**config.mk**
```make
export PLATFORM = sky130hd
export DESIGN_NAME = state_mailbox
export DESIGN_NICKNAME = d
export VERILOG_FILES = /design/src/rtl/mbox_pkg.sv /design/src/rtl/mbox_rst_sync.sv /design/src/rtl/mbox_fifo.sv /design/src/rtl/mbox_arb.sv /design/src/rtl/mbox_keeper.sv /design/src/rtl/mbox_nb_rsp.sv /design/src/rtl/state_mailbox.sv
export SDC_FILE = /design/constraint.sdc
export NUM_CORES = 1
export LEC_CHECK = 0
export BUFFER_PORTS_ARGS = -buffer_cell sky130_fd_sc_hd__buf_2
export CORE_MARGIN = 1.5
export CORE_UTILIZATION = 50
export CTS_CLUSTER_DIAMETER = 100
export DETAILED_ROUTE_END_ITERATION = 7
export HOLD_SLACK_MARGIN = 0.1
export PLACE_DENSITY = 0.76
export SYNTH_ARGS = -nofsm -noshare
export SYNTH_HDL_FRONTEND = slang
export SYNTH_SLANG_ARGS = --single-unit
export TNS_END_PERCENT = 5
```
**constraint.sdc**
```tcl
create_clock -name clk -period 1.5 [get_ports clk]
set_input_delay 0.3 -clock clk [delete_from_list [all_inputs] [get_ports clk]]
set_output_delay 0.3 -clock clk [all_outputs]
set_load 0.05 [all_outputs]
```
**src/rtl/mbox_pkg.sv**
```systemverilog
package mbox_pkg;
  // source chosen for a non-blocking response
  typedef enum logic [1:0] {
    NB_NONE = 2'd0,
    NB_FIFO = 2'd1,
    NB_KEEP = 2'd2
  } nb_src_e;
endpackage

```
**src/rtl/mbox_rst_sync.sv**
```systemverilog
module mbox_rst_sync (
  input  logic clk,
  input  logic rst_ni,
  output logic rst_no
);
  logic [1:0] sync_q;

  always_ff @(posedge clk or negedge rst_ni) begin
    if (!rst_ni) sync_q <= 2'b00;
    else         sync_q <= {sync_q[0], 1'b1};
  end

  assign rst_no = sync_q[1];
endmodule

```
**src/rtl/mbox_fifo.sv**
```systemverilog
module mbox_fifo #(
  parameter int W     = 16,
  parameter int DEPTH = 4
) (
  input  logic         clk,
  input  logic         rst_n,
  input  logic         push,
  input  logic [W-1:0] push_data,
  input  logic         pop,
  output logic [W-1:0] head,
  output logic         empty,
  output logic         full
);
  localparam int AW = (DEPTH > 1) ? $clog2(DEPTH) : 1;
  localparam int CW = $clog2(DEPTH + 1);

  logic [W-1:0]  mem [DEPTH];
  logic [AW-1:0] wp_q, wp_d, rp_q, rp_d;
  logic [CW-1:0] cnt_q, cnt_d;
  logic          push_ok, pop_ok;

  assign empty   = (cnt_q == '0);
  assign full    = (cnt_q == CW'(DEPTH));
  assign push_ok = push && !full;
  assign pop_ok  = pop && !empty;
  assign head    = mem[rp_q];

  always_comb begin
    wp_d  = wp_q;
    rp_d  = rp_q;
    cnt_d = cnt_q;
    if (push_ok) wp_d = (wp_q == AW'(DEPTH - 1)) ? '0 : wp_q + 1'b1;
    if (pop_ok)  rp_d = (rp_q == AW'(DEPTH - 1)) ? '0 : rp_q + 1'b1;
    case ({push_ok, pop_ok})
      2'b10:   cnt_d = cnt_q + 1'b1;
      2'b01:   cnt_d = cnt_q - 1'b1;
      default: cnt_d = cnt_q;
    endcase
  end

  always_ff @(posedge clk or negedge rst_n) begin
    if (!rst_n) begin
      wp_q  <= '0;
      rp_q  <= '0;
      cnt_q <= '0;
    end else begin
      wp_q  <= wp_d;
      rp_q  <= rp_d;
      cnt_q <= cnt_d;
    end
  end

  always_ff @(posedge clk) begin
    if (push_ok) mem[wp_q] <= push_data;
  end

  AST_FULL_REFUSES: assert property (@(posedge clk) disable iff (!rst_n)
    (full && push && !pop) |=> (cnt_q == $past(cnt_q)) && full);
  AST_NO_OVERFLOW: assert property (@(posedge clk) disable iff (!rst_n)
    (cnt_q <= CW'(DEPTH)));
endmodule

```
**src/rtl/mbox_arb.sv**
```systemverilog
module mbox_arb
  import mbox_pkg::*;
(
  input  logic    empty,
  input  logic    bq_ready,
  input  logic    nb_req,
  output logic    bq_pop,
  output logic    nb_pop,
  output nb_src_e nb_src
);
  always_comb begin
    bq_pop = !empty && bq_ready;
    nb_pop = 1'b0;
    nb_src = NB_NONE;
    if (nb_req) begin
      if (!empty && !bq_pop) begin
        nb_pop = 1'b1;
        nb_src = NB_FIFO;
      end else begin
        nb_src = NB_KEEP;
      end
    end
  end
endmodule

```
**src/rtl/mbox_keeper.sv**
```systemverilog
module mbox_keeper #(
  parameter int           W   = 16,
  parameter logic [W-1:0] RST = '0
) (
  input  logic         clk,
  input  logic         rst_n,
  input  logic         load,
  input  logic [W-1:0] din,
  output logic [W-1:0] q,
  output logic         vld
);
  logic [W-1:0] q_d;
  logic         vld_d;

  always_comb begin
    q_d   = q;
    vld_d = vld;
    if (load) begin
      q_d   = din;
      vld_d = 1'b1;
    end
  end

  always_ff @(posedge clk or negedge rst_n) begin
    if (!rst_n) begin
      q   <= RST;
      vld <= 1'b0;
    end else begin
      q   <= q_d;
      vld <= vld_d;
    end
  end
endmodule

```
**src/rtl/mbox_nb_rsp.sv**
```systemverilog
module mbox_nb_rsp
  import mbox_pkg::*;
#(
  parameter int W = 16
) (
  input  logic         clk,
  input  logic         rst_n,
  input  nb_src_e      src,
  input  logic [W-1:0] fifo_data,
  input  logic [W-1:0] keep_data,
  output logic         rsp_valid,
  output logic [W-1:0] rsp_data,
  output logic         rsp_fresh
);
  logic         en;
  logic [W-1:0] data_d;
  logic         fresh_d;

  always_comb begin
    en      = (src != NB_NONE);
    fresh_d = (src == NB_FIFO);
    data_d  = fresh_d ? fifo_data : keep_data;
  end

  always_ff @(posedge clk or negedge rst_n) begin
    if (!rst_n) begin
      rsp_valid <= 1'b0;
      rsp_data  <= '0;
      rsp_fresh <= 1'b0;
    end else begin
      rsp_valid <= en;
      if (en) begin
        rsp_data  <= data_d;
        rsp_fresh <= fresh_d;
      end
    end
  end
endmodule

```
**src/rtl/state_mailbox.sv**
```systemverilog
module state_mailbox
  import mbox_pkg::*;
#(
  parameter int           W        = 16,
  parameter int           DEPTH    = 4,
  parameter logic [W-1:0] KEEP_RST = '0
) (
  input  logic         clk,
  input  logic         rst_ni,
  input  logic         wr_en,
  input  logic [W-1:0] wr_data,
  output logic         wr_full,
  output logic         bq_valid,
  output logic [W-1:0] bq_data,
  input  logic         bq_ready,
  input  logic         nb_req,
  output logic         nb_rsp_valid,
  output logic [W-1:0] nb_rsp_data,
  output logic         nb_rsp_fresh,
  output logic         keep_valid
);
  logic         rst_n;
  logic         empty, bq_pop, nb_pop;
  logic [W-1:0] head, keep_q;
  nb_src_e      nb_src;

  mbox_rst_sync u_rst (.clk(clk), .rst_ni(rst_ni), .rst_no(rst_n));

  mbox_fifo #(.W(W), .DEPTH(DEPTH)) u_fifo (
    .clk(clk), .rst_n(rst_n), .push(wr_en), .push_data(wr_data),
    .pop(bq_pop || nb_pop), .head(head), .empty(empty), .full(wr_full)
  );

  mbox_arb u_arb (
    .empty(empty), .bq_ready(bq_ready), .nb_req(nb_req),
    .bq_pop(bq_pop), .nb_pop(nb_pop), .nb_src(nb_src)
  );

  mbox_keeper #(.W(W), .RST(KEEP_RST)) u_keep (
    .clk(clk), .rst_n(rst_n), .load(nb_pop), .din(head),
    .q(keep_q), .vld(keep_valid)
  );

  mbox_nb_rsp #(.W(W)) u_rsp (
    .clk(clk), .rst_n(rst_n), .src(nb_src), .fifo_data(head),
    .keep_data(keep_q), .rsp_valid(nb_rsp_valid), .rsp_data(nb_rsp_data),
    .rsp_fresh(nb_rsp_fresh)
  );

  assign bq_valid = !empty;
  assign bq_data  = head;

  AST_VALID_NEEDS_WRITE: assert property (@(posedge clk) disable iff (!rst_n)
    $rose(bq_valid) |-> $past(wr_en));
  AST_NB_FRESH_HEAD: assert property (@(posedge clk) disable iff (!rst_n)
    (nb_req && bq_valid && !bq_ready) |=>
      (nb_rsp_fresh && nb_rsp_data == $past(bq_data) && keep_valid));
  AST_NB_EMPTY_KEEP: assert property (@(posedge clk) disable iff (!rst_n)
    (nb_req && !bq_valid) |=> (!nb_rsp_fresh && nb_rsp_data == $past(keep_q)));
  AST_BLOCKING_WINS: assert property (@(posedge clk) disable iff (!rst_n)
    (nb_req && bq_valid && bq_ready) |=> (!nb_rsp_fresh && nb_rsp_valid));
  AST_BQ_KEEPS_KEEPER: assert property (@(posedge clk) disable iff (!rst_n)
    (bq_valid && bq_ready) |=> ($stable(keep_q) && $stable(keep_valid)));
  AST_RSP_LATENCY: assert property (@(posedge clk) disable iff (!rst_n)
    !nb_req |=> !nb_rsp_valid);
endmodule

```
==> impl_metrics.py <==
metrics = {
    "hold_path": {
        "worstHoldPathType": "in -> reg",
    },
    "final_layout": {
        "stdcell_area_mm2": 0.00535,
        "nets": 386,
        "multiInputGateArea_mm2": 0.00114,
        "nFillCells": 573,
        "stdcell_count": 468,
        "seqCellArea_mm2": 0.00303,
        "area_delta_synth_final_pct": 27.1,
        "diodes": 0,
        "drive_gt1_share_pct": 44.6,
    },
    "yosys": {
        "ys.flop_type": "edfxtp_1",
        "synth-seq-area-share_pct": 71.8,
        "yosys_warnings": 0,
        "synth_edf_count": 64,
        "syn_area_mm2": 0.00421,
        "synth_nets": 287,
        "synthArstFlopShare_pct": 40.7,
        "postSynthAreaPerCell_um2": 16.3,
        "synth_top_area_share_pct": 45.6,
        "synthCells": 259,
        "synthTopCellsByArea": "edfxtp_1, dfrtp_1, mux4_1, mux4_2, a31oi_1",
        "yosysUniqueCellTypes": 31,
        "synth_top_area_cell": "edfxtp_1",
        "ys_ff_latch": 108,
    },
    "drt": {
        "wl_per_cell_um": 17.6,
        "wl_um": 8240,
        "drc": 0,
        "drt_iter0_drc": 94,
        "viasPerCell": 5.27,
        "first_pass_iters": 4,
        "antenna_left": 0,
        "vias": 2466,
    },
    "flow_run": {
        "cap_violations": 0,
    },
    "cts": {
        "insertion_delay_ns": 0.37,
        "cts.sinks": 108,
        "cts_root_buf": "clkbuf_8",
        "cts_buffers": 9,
        "clkTransAtPathRegs_ns": 0.10,
        "cts_tree": "yes",
        "clock_path_buffers": 2,
        "htreeDepth": 3,
    },
    "run_status": {
        "violations": "negative setup slack",
        "status": "complete, but fails checks",
    },
    "power": {
        "p_leak_nw": 2.16,
        "total_power_mw": 12.1,
        "ir_worst_vdd_v": 0.00117,
        "powerDensity_mw_per_mm2": 2260,
    },
    "critical_path": {
        "crit_chain": "buf_12 > mux4_2 > buf_6",
        "max_stage_delay_ns": 0.55,
        "critPathLaunchType": "register",
        "critPathTopFamily": "multiplexers",
        "crit_fanout": 8,
        "end_kind": "output pin",
        "cp_slowest_cell": "mux4_2",
        "worst-setup-path-type": "reg -> out",
        "cp.arrival_ns": 1.66,
        "crit_required_ns": 1.20,
        "cp_num_buf_inv": 2,
    },
    "global_route": {
        "grt_antenna_before_repair": 0,
        "grt_pass1_wl_um": 13100,
        "grt_usage_pct": 20.0,
        "gr-total-overflow": 0,
        "grt_max_degree": 43,
        "grt_pass1_vias": 2554,
    },
    "sta": {
        "fin_crit_sh_pct": 131,
        "rsz0062_at_grt": "yes",
        "maxSlewHeadroom_pct": 63.7,
        "skew_ns": 0.0152,
        "tightest_slew_ns": 0.545,
        "hold_viol_final": 0,
        "maxSlewViolCount": 0,
        "finalWorstSetupSlack_ns": -0.459,
        "setup_violations": 51,
        "max_freq_mhz": 511,
        "period_minus_slack_ns": 1.96,
    },
    "die": {
        "die_y_um": 94.8,
        "dieArea_mm2": 0.00898,
        "ios": 58,
        "row_count": 33,
        "coreArea_mm2": 0.00818,
        "start_util_pct": 51.5,
        "die_x_um": 94.8,
    },
    "place": {
        "place_ws_ns": -0.350,
        "hpwl_um": 5490,
        "port_buffers": 57,
        "dpl_cell_area_mm2": 0.00488,
        "routabilityCongestion": 0.760,
        "placed_cells": 444,
    },
}
[timing repair]
| action | 4_1_cts | 5_1_grt |
|---|---|---|
| endpoints found under the setup margin | 107 | 112 |
| hold endpoints to repair | 2 | 0 |
| buffers inserted | 5 | 2 |
| hold buffers | 1 | 0 |
| gates resized for setup | 64 | 23 |
| pin swaps | 5 | 6 |
[registers in the layout (all words and copies together) (netlist names)]
signal and flops:
u_keep.q 16, u_fifo.cnt_q 3, u_fifo.mem 64, u_rsp.rsp_fresh 1, u_rsp.rsp_valid 1, u_fifo.wp_q 2, u_fifo.rp_q 2, u_keep.vld 1
u_rsp.rsp_data 16, u_rst.sync_q 2
[final cells by class]
type / count / share of cell area [%]
tap: 105 / 2.45
clock inverter: 2 / 0.210
clock buffer: 14 / 2.85
sequential: 108 / 56.6
inverter: 9 / 0.631
timing repair buffer: 102 / 16.0
multi-input combinational: 128 / 21.2
[synthesized netlist by cell type (2+ instances only)]
library cell / instances
edfxtp_1: 64
dfrtp_1: 44
nor2_1: 19
nand2_1: 17
a31oi_1: 16
o21ai_0: 16
nand3_1: 13
inv_1: 8
mux4_1: 8
mux4_2: 8
ha_1: 6
clkbuf_1: 5
and2_1: 4
buf_2: 4
mux2_2: 4
nand3_2: 3
buf_4: 2
nand2b_1: 2
nor2b_1: 2
o21ai_1: 2
xor2_1: 2
[through the flow]
| step | TNS [ns] | hold slack [ns] | utilization, % |
|---|---|---|---|
| after floorplan | -26.17 | 0.00441 | - |
| after global placement | -6.50 | 0.0890 | 59.6 |
| after detailed placement | -9.53 | 0.0910 | 59.6 |
| after CTS | -10.07 | 0.131 | 64.0 |
| after global routing | -14.94 | 0.132 | 65.5 |
| final | -9.37 | 0.140 | 65.5 |
[report_power, final]
part	internal, mW	switching [mW]	total [mW]
Combinational	2.60	3.59	6.19
Clock	0.648	0.893	1.54
Sequential	4.01	0.346	4.35
[per-layer routing]
layer	vias to the layer above	routed length, um	GRT usage [%]	part of all wire, %
met5	-	0	0	0
met4	0	128	7.59	1.6
met3	11	306	4.43	3.7
met2	55	4160	32.0	50
met1	1247	3650	27.0	44
li1	1153	-	-	-
[cell families (layout without fill, tap and decap cells)]
| kind of cell | after synthesis | in the layout | synth area share (%) |
|---|---|---|---|
| flops | 108 | 108 | 71.8 |
| mux | 21 | 21 | 10.6 |
| other cells | 1 | 1 | 0.0890 |
| xor+xnor | 3 | 3 | 0.624 |
| fa+ha+maj | 7 | 7 | 2.26 |
| buf+inv | 23 | 127 | 2.94 |
| simple gates | 62 | 62 | 7.22 |
| compound gates | 34 | 34 | 4.52 |
[layout by cell type, fill, tap and decap left out, types with 3 or more instances in the layout]
master and n:
o21ai_0 15, clkbuf_8 10, clkbuf_1 4, edfxtp_1 64, buf_12 3, mux4_2 16, dfrtp_1 40, nand2_1 16
buf_6 36, nor2_1 19, nand3_1 3, buf_4 21, and2_4 4, buf_2 39, nand3_2 12, dfrtp_2 4
inv_1 7, a31oi_1 16, mux2_2 4, ha_1 5
[path summary, 6_finish.rpt]
kind	slack, ns	start	cells after the start	endpoint
hold reg to reg	0.34	u_rst.sync_q[1]	1	u_keep.q[7]
setup / recovery	-0.46	u_fifo.rp_q[0]	3	bq_data[9]
min in group asynchronous	0.24	rst_ni	2	u_rst.sync_q[1]
setup reg to reg	-0.33	u_fifo.cnt_q[1]	9	u_fifo.cnt_q[2]
hold / removal	0.14	wr_data[2]	1	u_fifo.mem[0][2]
max in group asynchronous	0.76	u_rst.sync_q[1]	1	u_fifo.rp_q[0]
Note: power is estimated with default switching activity, not from simulation.
